$ cat src/rtl/ialu_pkg.sv
package ialu_pkg;

  localparam logic [3:0] OP_ADD    = 4'd0;
  localparam logic [3:0] OP_RSUB   = 4'd1;
  localparam logic [3:0] OP_CMP    = 4'd2;
  localparam logic [3:0] OP_CMPU   = 4'd3;
  localparam logic [3:0] OP_OR     = 4'd4;
  localparam logic [3:0] OP_AND    = 4'd5;
  localparam logic [3:0] OP_XOR    = 4'd6;
  localparam logic [3:0] OP_ANDN   = 4'd7;
  localparam logic [3:0] OP_SRA    = 4'd8;
  localparam logic [3:0] OP_SRC    = 4'd9;
  localparam logic [3:0] OP_SRL    = 4'd10;
  localparam logic [3:0] OP_SEXT8  = 4'd11;
  localparam logic [3:0] OP_SEXT16 = 4'd12;

  typedef enum logic [1:0] {CIN_ZERO, CIN_ONE, CIN_FLAG} cinSel_e;
  typedef enum logic [2:0] {RES_SUM, RES_CMP, RES_LOGIC, RES_SHIFT, RES_SEXT, RES_ZERO} resSel_e;
  typedef enum logic [1:0] {MSB_ZERO, MSB_SIGN, MSB_CARRY} shMsb_e;
  typedef enum logic [1:0] {LG_OR, LG_AND, LG_XOR, LG_ANDN} logicOp_e;

  typedef struct packed {
    resSel_e  resSel;
    cinSel_e  cinSel;
    logic     invA;
    logicOp_e logicOp;
    shMsb_e   shMsb;
    logic     sextHalf;
    logic     cmpSigned;
    logic     carryFromShift;
    logic     carryWe;
  } aluStrobe_t;

endpackage

$ cat src/rtl/ialu_ctrl.sv
module ialu_ctrl
  import ialu_pkg::*;
(
  input  logic       opValid,
  input  logic       stall,
  input  logic [3:0] opCode,
  input  logic       useCarryIn,
  input  logic       keepCarry,
  output aluStrobe_t strb,
  output logic       illegal
);

  logic sumUpdates;
  logic shiftUpdates;

  always_comb begin
    strb = '{resSel: RES_ZERO, cinSel: CIN_ZERO, invA: 1'b0, logicOp: LG_OR,
             shMsb: MSB_ZERO, sextHalf: 1'b0, cmpSigned: 1'b0,
             carryFromShift: 1'b0, carryWe: 1'b0};
    illegal      = 1'b0;
    sumUpdates   = 1'b0;
    shiftUpdates = 1'b0;
    case (opCode)
      OP_ADD: begin
        strb.resSel = RES_SUM;
        strb.cinSel = useCarryIn ? CIN_FLAG : CIN_ZERO;
        sumUpdates  = 1'b1;
      end
      OP_RSUB: begin
        strb.resSel = RES_SUM;
        strb.invA   = 1'b1;
        strb.cinSel = useCarryIn ? CIN_FLAG : CIN_ONE;
        sumUpdates  = 1'b1;
      end
      OP_CMP, OP_CMPU: begin
        strb.resSel    = RES_CMP;
        strb.invA      = 1'b1;
        strb.cinSel    = CIN_ONE;
        strb.cmpSigned = (opCode == OP_CMP);
      end
      OP_OR:   begin strb.resSel = RES_LOGIC; strb.logicOp = LG_OR;   end
      OP_AND:  begin strb.resSel = RES_LOGIC; strb.logicOp = LG_AND;  end
      OP_XOR:  begin strb.resSel = RES_LOGIC; strb.logicOp = LG_XOR;  end
      OP_ANDN: begin strb.resSel = RES_LOGIC; strb.logicOp = LG_ANDN; end
      OP_SRA, OP_SRC, OP_SRL: begin
        strb.resSel         = RES_SHIFT;
        strb.carryFromShift = 1'b1;
        shiftUpdates        = 1'b1;
        strb.shMsb = (opCode == OP_SRA) ? MSB_SIGN :
                     (opCode == OP_SRC) ? MSB_CARRY : MSB_ZERO;
      end
      OP_SEXT8:  begin strb.resSel = RES_SEXT; strb.sextHalf = 1'b0; end
      OP_SEXT16: begin strb.resSel = RES_SEXT; strb.sextHalf = 1'b1; end
      default: begin
        strb.resSel = RES_ZERO;
        illegal     = 1'b1;
      end
    endcase
    strb.carryWe = opValid && !stall && ((sumUpdates && !keepCarry) || shiftUpdates);
  end

  // an unimplemented opcode never requests a carry write
  always_comb begin
    if (illegal) a_illegal_nowrite_r9: assert (!strb.carryWe);
  end

endmodule

$ cat src/rtl/ialu_dpath.sv
module ialu_dpath
  import ialu_pkg::*;
#(
  parameter int DATA_W = 32
) (
  input  logic              clk,
  input  logic              rstN,
  input  aluStrobe_t        strb,
  input  logic [DATA_W-1:0] opA,
  input  logic [DATA_W-1:0] opB,
  output logic [DATA_W-1:0] result,
  output logic              carryFlag
);

  localparam int SUM_W  = DATA_W + 1;
  localparam int BYTE_W = 8;
  localparam int HALF_W = 16;

  logic [DATA_W-1:0] aOperand;
  logic              cinBit;
  logic [SUM_W-1:0]  sumFull;
  logic              aGreater;
  logic [DATA_W-1:0] cmpRes;
  logic [DATA_W-1:0] logicRes;
  logic              shiftTop;
  logic [DATA_W-1:0] shiftRes;
  logic [DATA_W-1:0] sextRes;
  logic              carryNext;

  always_comb begin
    aOperand = strb.invA ? ~opA : opA;
    case (strb.cinSel)
      CIN_ONE:  cinBit = 1'b1;
      CIN_FLAG: cinBit = carryFlag;
      default:  cinBit = 1'b0;
    endcase
    sumFull = {1'b0, opB} + {1'b0, aOperand} + {{DATA_W{1'b0}}, cinBit};
  end

  always_comb begin
    aGreater = strb.cmpSigned ? ($signed(opA) > $signed(opB)) : (opA > opB);
    cmpRes   = {aGreater, sumFull[DATA_W-2:0]};
  end

  always_comb begin
    case (strb.logicOp)
      LG_OR:   logicRes = opA | opB;
      LG_AND:  logicRes = opA & opB;
      LG_XOR:  logicRes = opA ^ opB;
      default: logicRes = opA & ~opB;
    endcase
  end

  always_comb begin
    case (strb.shMsb)
      MSB_SIGN:  shiftTop = opA[DATA_W-1];
      MSB_CARRY: shiftTop = carryFlag;
      default:   shiftTop = 1'b0;
    endcase
    shiftRes = {shiftTop, opA[DATA_W-1:1]};
  end

  always_comb begin
    if (strb.sextHalf)
      sextRes = {{(DATA_W-HALF_W){opA[HALF_W-1]}}, opA[HALF_W-1:0]};
    else
      sextRes = {{(DATA_W-BYTE_W){opA[BYTE_W-1]}}, opA[BYTE_W-1:0]};
  end

  always_comb begin
    case (strb.resSel)
      RES_SUM:   result = sumFull[DATA_W-1:0];
      RES_CMP:   result = cmpRes;
      RES_LOGIC: result = logicRes;
      RES_SHIFT: result = shiftRes;
      RES_SEXT:  result = sextRes;
      default:   result = '0;
    endcase
  end

  assign carryNext = strb.carryFromShift ? opA[0] : sumFull[DATA_W];

  always_ff @(posedge clk) begin
    if (!rstN)             carryFlag <= 1'b0;
    else if (strb.carryWe) carryFlag <= carryNext;
  end

  // reset clears the carry
  p_reset_clear_r1: assert property (@(posedge clk) !rstN |=> !carryFlag);

  // no write strobe, no carry change
  p_hold_nowe_r10: assert property (@(posedge clk) disable iff (!rstN)
    !strb.carryWe |=> $stable(carryFlag));

endmodule

$ cat src/rtl/ialu_top.sv
module ialu_top
  import ialu_pkg::*;
#(
  parameter int DATA_W = 32
) (
  input  logic              clk,
  input  logic              rstN,
  input  logic              opValid,
  input  logic              stall,
  input  logic [3:0]        opCode,
  input  logic              useCarryIn,
  input  logic              keepCarry,
  input  logic [DATA_W-1:0] opA,
  input  logic [DATA_W-1:0] opB,
  output logic [DATA_W-1:0] result,
  output logic              carryFlag,
  output logic              illegal
);

  aluStrobe_t strb;

  ialu_ctrl u_ctrl (
    .opValid    (opValid),
    .stall      (stall),
    .opCode     (opCode),
    .useCarryIn (useCarryIn),
    .keepCarry  (keepCarry),
    .strb       (strb),
    .illegal    (illegal)
  );

  ialu_dpath #(.DATA_W(DATA_W)) u_dpath (
    .clk       (clk),
    .rstN      (rstN),
    .strb      (strb),
    .opA       (opA),
    .opB       (opB),
    .result    (result),
    .carryFlag (carryFlag)
  );

  // stalled or empty cycles leave the carry alone
  p_stall_hold_r10: assert property (@(posedge clk) disable iff (!rstN)
    (stall || !opValid) |=> $stable(carryFlag));

  // keep bit freezes carry on add / reverse subtract
  p_keep_hold_r4: assert property (@(posedge clk) disable iff (!rstN)
    (opValid && !stall && keepCarry && (opCode == OP_ADD || opCode == OP_RSUB))
      |=> $stable(carryFlag));

  // shift loads the bit leaving A
  p_shift_carry_r7: assert property (@(posedge clk) disable iff (!rstN)
    (opValid && !stall && (opCode == OP_SRA || opCode == OP_SRC || opCode == OP_SRL))
      |=> (carryFlag == $past(opA[0])));

  // illegal opcodes give zero and keep carry
  p_illegal_zero_r9: assert property (@(posedge clk) disable iff (!rstN)
    illegal |-> (result == '0));
  p_illegal_hold_r9: assert property (@(posedge clk) disable iff (!rstN)
    illegal |=> $stable(carryFlag));

endmodule

$ cat config.mk
export PLATFORM = sky130hd
export DESIGN_NAME = ialu_top
export DESIGN_NICKNAME = d
export VERILOG_FILES = /design/src/rtl/ialu_pkg.sv /design/src/rtl/ialu_ctrl.sv /design/src/rtl/ialu_dpath.sv /design/src/rtl/ialu_top.sv
export SDC_FILE = /design/constraint.sdc
export NUM_CORES = 1
export LEC_CHECK = 0
export ABC_AREA = 1
export CORE_ASPECT_RATIO = 0.8
export CORE_MARGIN = 2
export CORE_UTILIZATION = 45
export DETAILED_ROUTE_END_ITERATION = 6
export MAX_ROUTING_LAYER = met4
export PLACE_DENSITY = 0.82
export RECOVER_POWER = 25
export SETUP_SLACK_MARGIN = 0.5
export SLEW_MARGIN = 30
export SYNTH_ARGS = -nofsm -noshare
export SYNTH_HDL_FRONTEND = slang
export SYNTH_HIERARCHICAL = 1
export SYNTH_SLANG_ARGS = --single-unit
export TNS_END_PERCENT = 10
$ cat constraint.sdc
create_clock -name clk -period 4.2 [get_ports clk]
set_clock_uncertainty 0.1 [all_clocks]
set_input_delay 0.84 -clock clk [delete_from_list [all_inputs] [get_ports clk]]
set_output_delay 0.84 -clock clk [all_outputs]
set_load 0.02 [all_outputs]
==> flow_results.org <==
** Global route
- The number of antenna violations at the first check in global routing is 0.
- Global routing consumed, over all layers together, a little over a third of the routing resources.
- Entering global routing, the biggest net connects 24 pins.
- The total overflow left after global routing is 0.
- Vias in the first global route :: approximately 8,100
- First-pass GRT wire length :: between 30 and 40 mm

** Finish
- Cells fill between 70% and 80% of the core in the end.
- Max FFs per register :: 1
- The sequential cells in the finished layout cover a total of 20.0 sq um.
- In the final layout, the multi-input gates occupy 0.00550 sq mm.
- The repair_antennas step left the layout with diodes totalling 0.
- Finished Cell Area :: 0.00936 sq mm
- Count of nets after finishing :: roughly 1,500
- The post-route netlist has 32.2% of its cells at a drive strength greater than 1.
- After filler insertion, the fill cell instance count of the layout stands at around 910.
- Most flops, register :: u_dpath/carryFlag
- Compared with the post-synthesis result, the final layout area differs by 66.1%.
- Registers with the most flip-flops :: u_dpath/carryFlag x1

** Drt
- Dividing the detail-routed wire length by the instance count gives between 15 and 20 microns.
- Detailed-route via count :: between 8,000 and 9,000
- Once detail routing completed, the nets flagged for antenna violations numbered 0.
- Wires add up to 25.7 mm.
- In the routed design, unresolved DRC markers number 0.
- The first routing iteration left between 800 and 900 violations.
- Before antenna repair, the detailed router went through 7 iterations.
- Dividing the detail-routed via count by the number of cells gives about 5.7.

** Timing
- For the final routed database, the setup TNS stands at -5570 ps.
- Max Clk Rate :: 0.221 GHz
- Once routing completed, OpenROAD measured the worst setup slack at -334 ps.
- Final critical path time including I/O delays and setup :: between 4000 and 5000 ps
- Setup violations remaining at the end of the flow were counted as 26.
- At the pin with the least slew margin, the transition time is about 560 ps.
- Hold timing on the final database bottoms out at a slack of 455 ps.
- Final hold viol count :: 0
- Setup repair after global routing missed its margin :: true
- Period utilization :: 108%
- Rel. slew slack :: between 60% and 70%
- Pins Over Slew Limit :: 0

** Floorplan
- Die footprint :: roughly 0.013 sq mm
- Effective utilization at floorplan :: a little under half
- Core region area :: about 0.012 sq mm
- Chip Width :: roughly 130 microns
- 108 I/O pins were placed.
- In this run the core area contains 36 standard-cell rows.
- The die is around 100 microns tall.

** Yosys
- Share of synthesized flip-flops with an asynchronous set or reset :: 0%
- After synthesis the netlist holds a flip-flop and latch count of 1.
- Syn Area/Cell :: 5.56 sq um
- Predominant post-synthesis flop cell :: dfxtp_1
- Post-synth net total :: 1,189
- Number of warnings printed during yosys synthesis :: 6
- Number of distinct library cells after synthesis :: around 50
- Sequential cells were found to cover less than 1% of the synthesized design area.
- In this run, synthesis inferred 0 flip-flops with an integrated enable.
- After synthesis the cells add up to ~0.0056 sq mm.
- Synthesis handed over a netlist of slightly above 1,000 instances.

** Critical path
- Startpoint of the worst-slack reg-to-reg timing path :: u_dpath/carryFlag
- The worst setup path is captured at an output port.
- Worst path arrival time :: 3590 ps
- Critical Path Start :: opCode[2]
- The critical path in this run is classified as in -> out.
- Critical path launch point type :: primary input
- Critical path data required time :: 3260 ps
- Peak fanout along the critical path :: 8

** Run status
- The flow ran to the end, but the final reports show violations.
- The checks that failed: setup timing.

** Hold path
- The tightest min-delay check is of the reg -> reg type.
- The worst hold path begins at u_dpath/carryFlag.

** Power
- Dividing total power by cell area gives a power density of between 150 and 200 mW/mm^2.
- Leakage power figure :: about 5 nW
- Worst IR Drop VDD :: 0.124 mV

** Place
- In this run the tool buffered the top-level ports with around 110 buffer cells.
- Once placement finished, the instance area stood at roughly 0.0087 sq mm.
- Routability-driven placement finished with a final weighted congestion of slightly above 1.
- The wire-length estimate of the detail-placed layout is 18.9 mm.

** Clock network
- For the worst-skew pair, the clock arrives at the later sink with an insertion delay of 0 ps.
- Clock-pin slew was measured on the worst setup and hold paths at 0 ps.

** Flow run
- Max-cap violations in this run came to 0.
## power breakdown
| group | internal [W] | switching (W) | total, W |
|---|---|---|---|
| combinational | 0.000758 | 0.000926 | 0.00168 |
| sequential | 0.00000998 | 0.000000390 | 0.0000104 |
| clock | 0 | 0 | 0 |
| total | 0.000768 | 0.000926 | 0.00169 |
## path summary, 6_finish.rpt
path | endpoint | slack (ps) | depth (start not counted)
hold / removal | u_dpath/carryFlag | 460 | 2
hold reg to reg | u_dpath/carryFlag | 460 | 2
setup reg to reg | u_dpath/carryFlag | 1870 | 14
setup / recovery | result[19] | -330 | 19
## metal layers
metal / up-vias / part of all wire [%] / GRT usage (%)
met1: 3872 / 41 / 47.3
met2: 571 / 44 / 54.1
met5: - / 0 / -
met4: 0 / 4.8 / 11.6
li1: 4027 / - / -
met3: 136 / 10 / 3.86
## layout by cell type (no fill, tap or decap), types with 11 or more instances in the layout
cell type / count
a211oi_1: 11
a21oi_1: 62
a21oi_2: 19
a221oi_1: 12
buf_4: 262
buf_6: 20
clkdlybuf4s50_1: 68
ha_1: 93
inv_1: 150
nand2_1: 216
nand2_2: 33
nand3_1: 44
nand3_2: 17
nor2_1: 89
nor2_2: 13
o2111ai_1: 11
o21ai_0: 54
o21ai_1: 15
xor2_1: 27
## cells in the mapped netlist (3+ instances only)
cell	number	area [sq um]
nor2_1	106	398
inv_1	153	574
inv_2	5	18.8
nor3_1	7	35.0
nand3_1	62	310
o21bai_1	12	90.1
nor2_2	3	18.8
nand4_1	5	31.3
a22oi_1	4	30.0
a221oi_1	12	105
xor2_1	34	298
a211oi_1	11	82.6
a21oi_1	84	420
o2111ai_1	12	105
o21ai_1	6	30.0
ha_1	99	1240
buf_2	16	80.1
nand3b_1	7	52.6
a31oi_1	5	31.3
nand2_1	253	950
o22ai_1	5	31.3
clkbuf_1	10	37.5
o21ai_0	64	320
## cell families (layout without fill, tap and decap cells)
kind of cell	count (synthesis)	count (layout)	synth area share, %
AOI/OAI and AO/OA	231	231	24.6
adders and majority gates	101	101	22.7
and+or+nand+nor	458	458	33.8
buffers and inverters	187	522	13.0
xor gates and xnor gates	36	36	5.59
DFF	1	1	0.355
## layout make-up
cell class | count | share of cell area (%)
Tap cell | 171 | 2.28
Timing Repair Buffer | 364 | 32.4
Multi-Input combinational cell | 826 | 58.7
Sequential cell | 1 | 0.214
Inverter | 158 | 6.36
## per-stage QoR
stage / worst slack [ps] / power (W) / std cells
2_1_floorplan: 164 / 0.000744 / 1014
6_report: -334 / 0.00169 / 1520
4_1_cts: -269 / 0.00151 / 1511
3_5_place_dp: -1200 / 0.00146 / 1501
5_1_grt: -516 / 0.00181 / 1520
3_3_place_gp: -1130 / 0.00143 / 1501
## timing repair
item                                    CTS  global route
hold buffers                              0             0
cloned                                    1             0
gates resized for setup                 226           108
endpoints found under the setup margin   33            33
pin swaps                                24            49
buffers inserted                          9             9
## critical path: stages
cell and delay (ps):
buf_8 100, nor2_4 130, inv_2 60, buf_6 110, nor2_4 110, buf_6 120
buf_12 150, xor2_1 240, ha_1 360, a21oi_2 230, nand2_1 120, a21oi_2 180
nand2_2 160, nand2_1 100, nand2_1 80, a21oi_1 140, o21ai_0 130, nand2_1 90
buf_4 140
(Power assumes the default switching activity.)
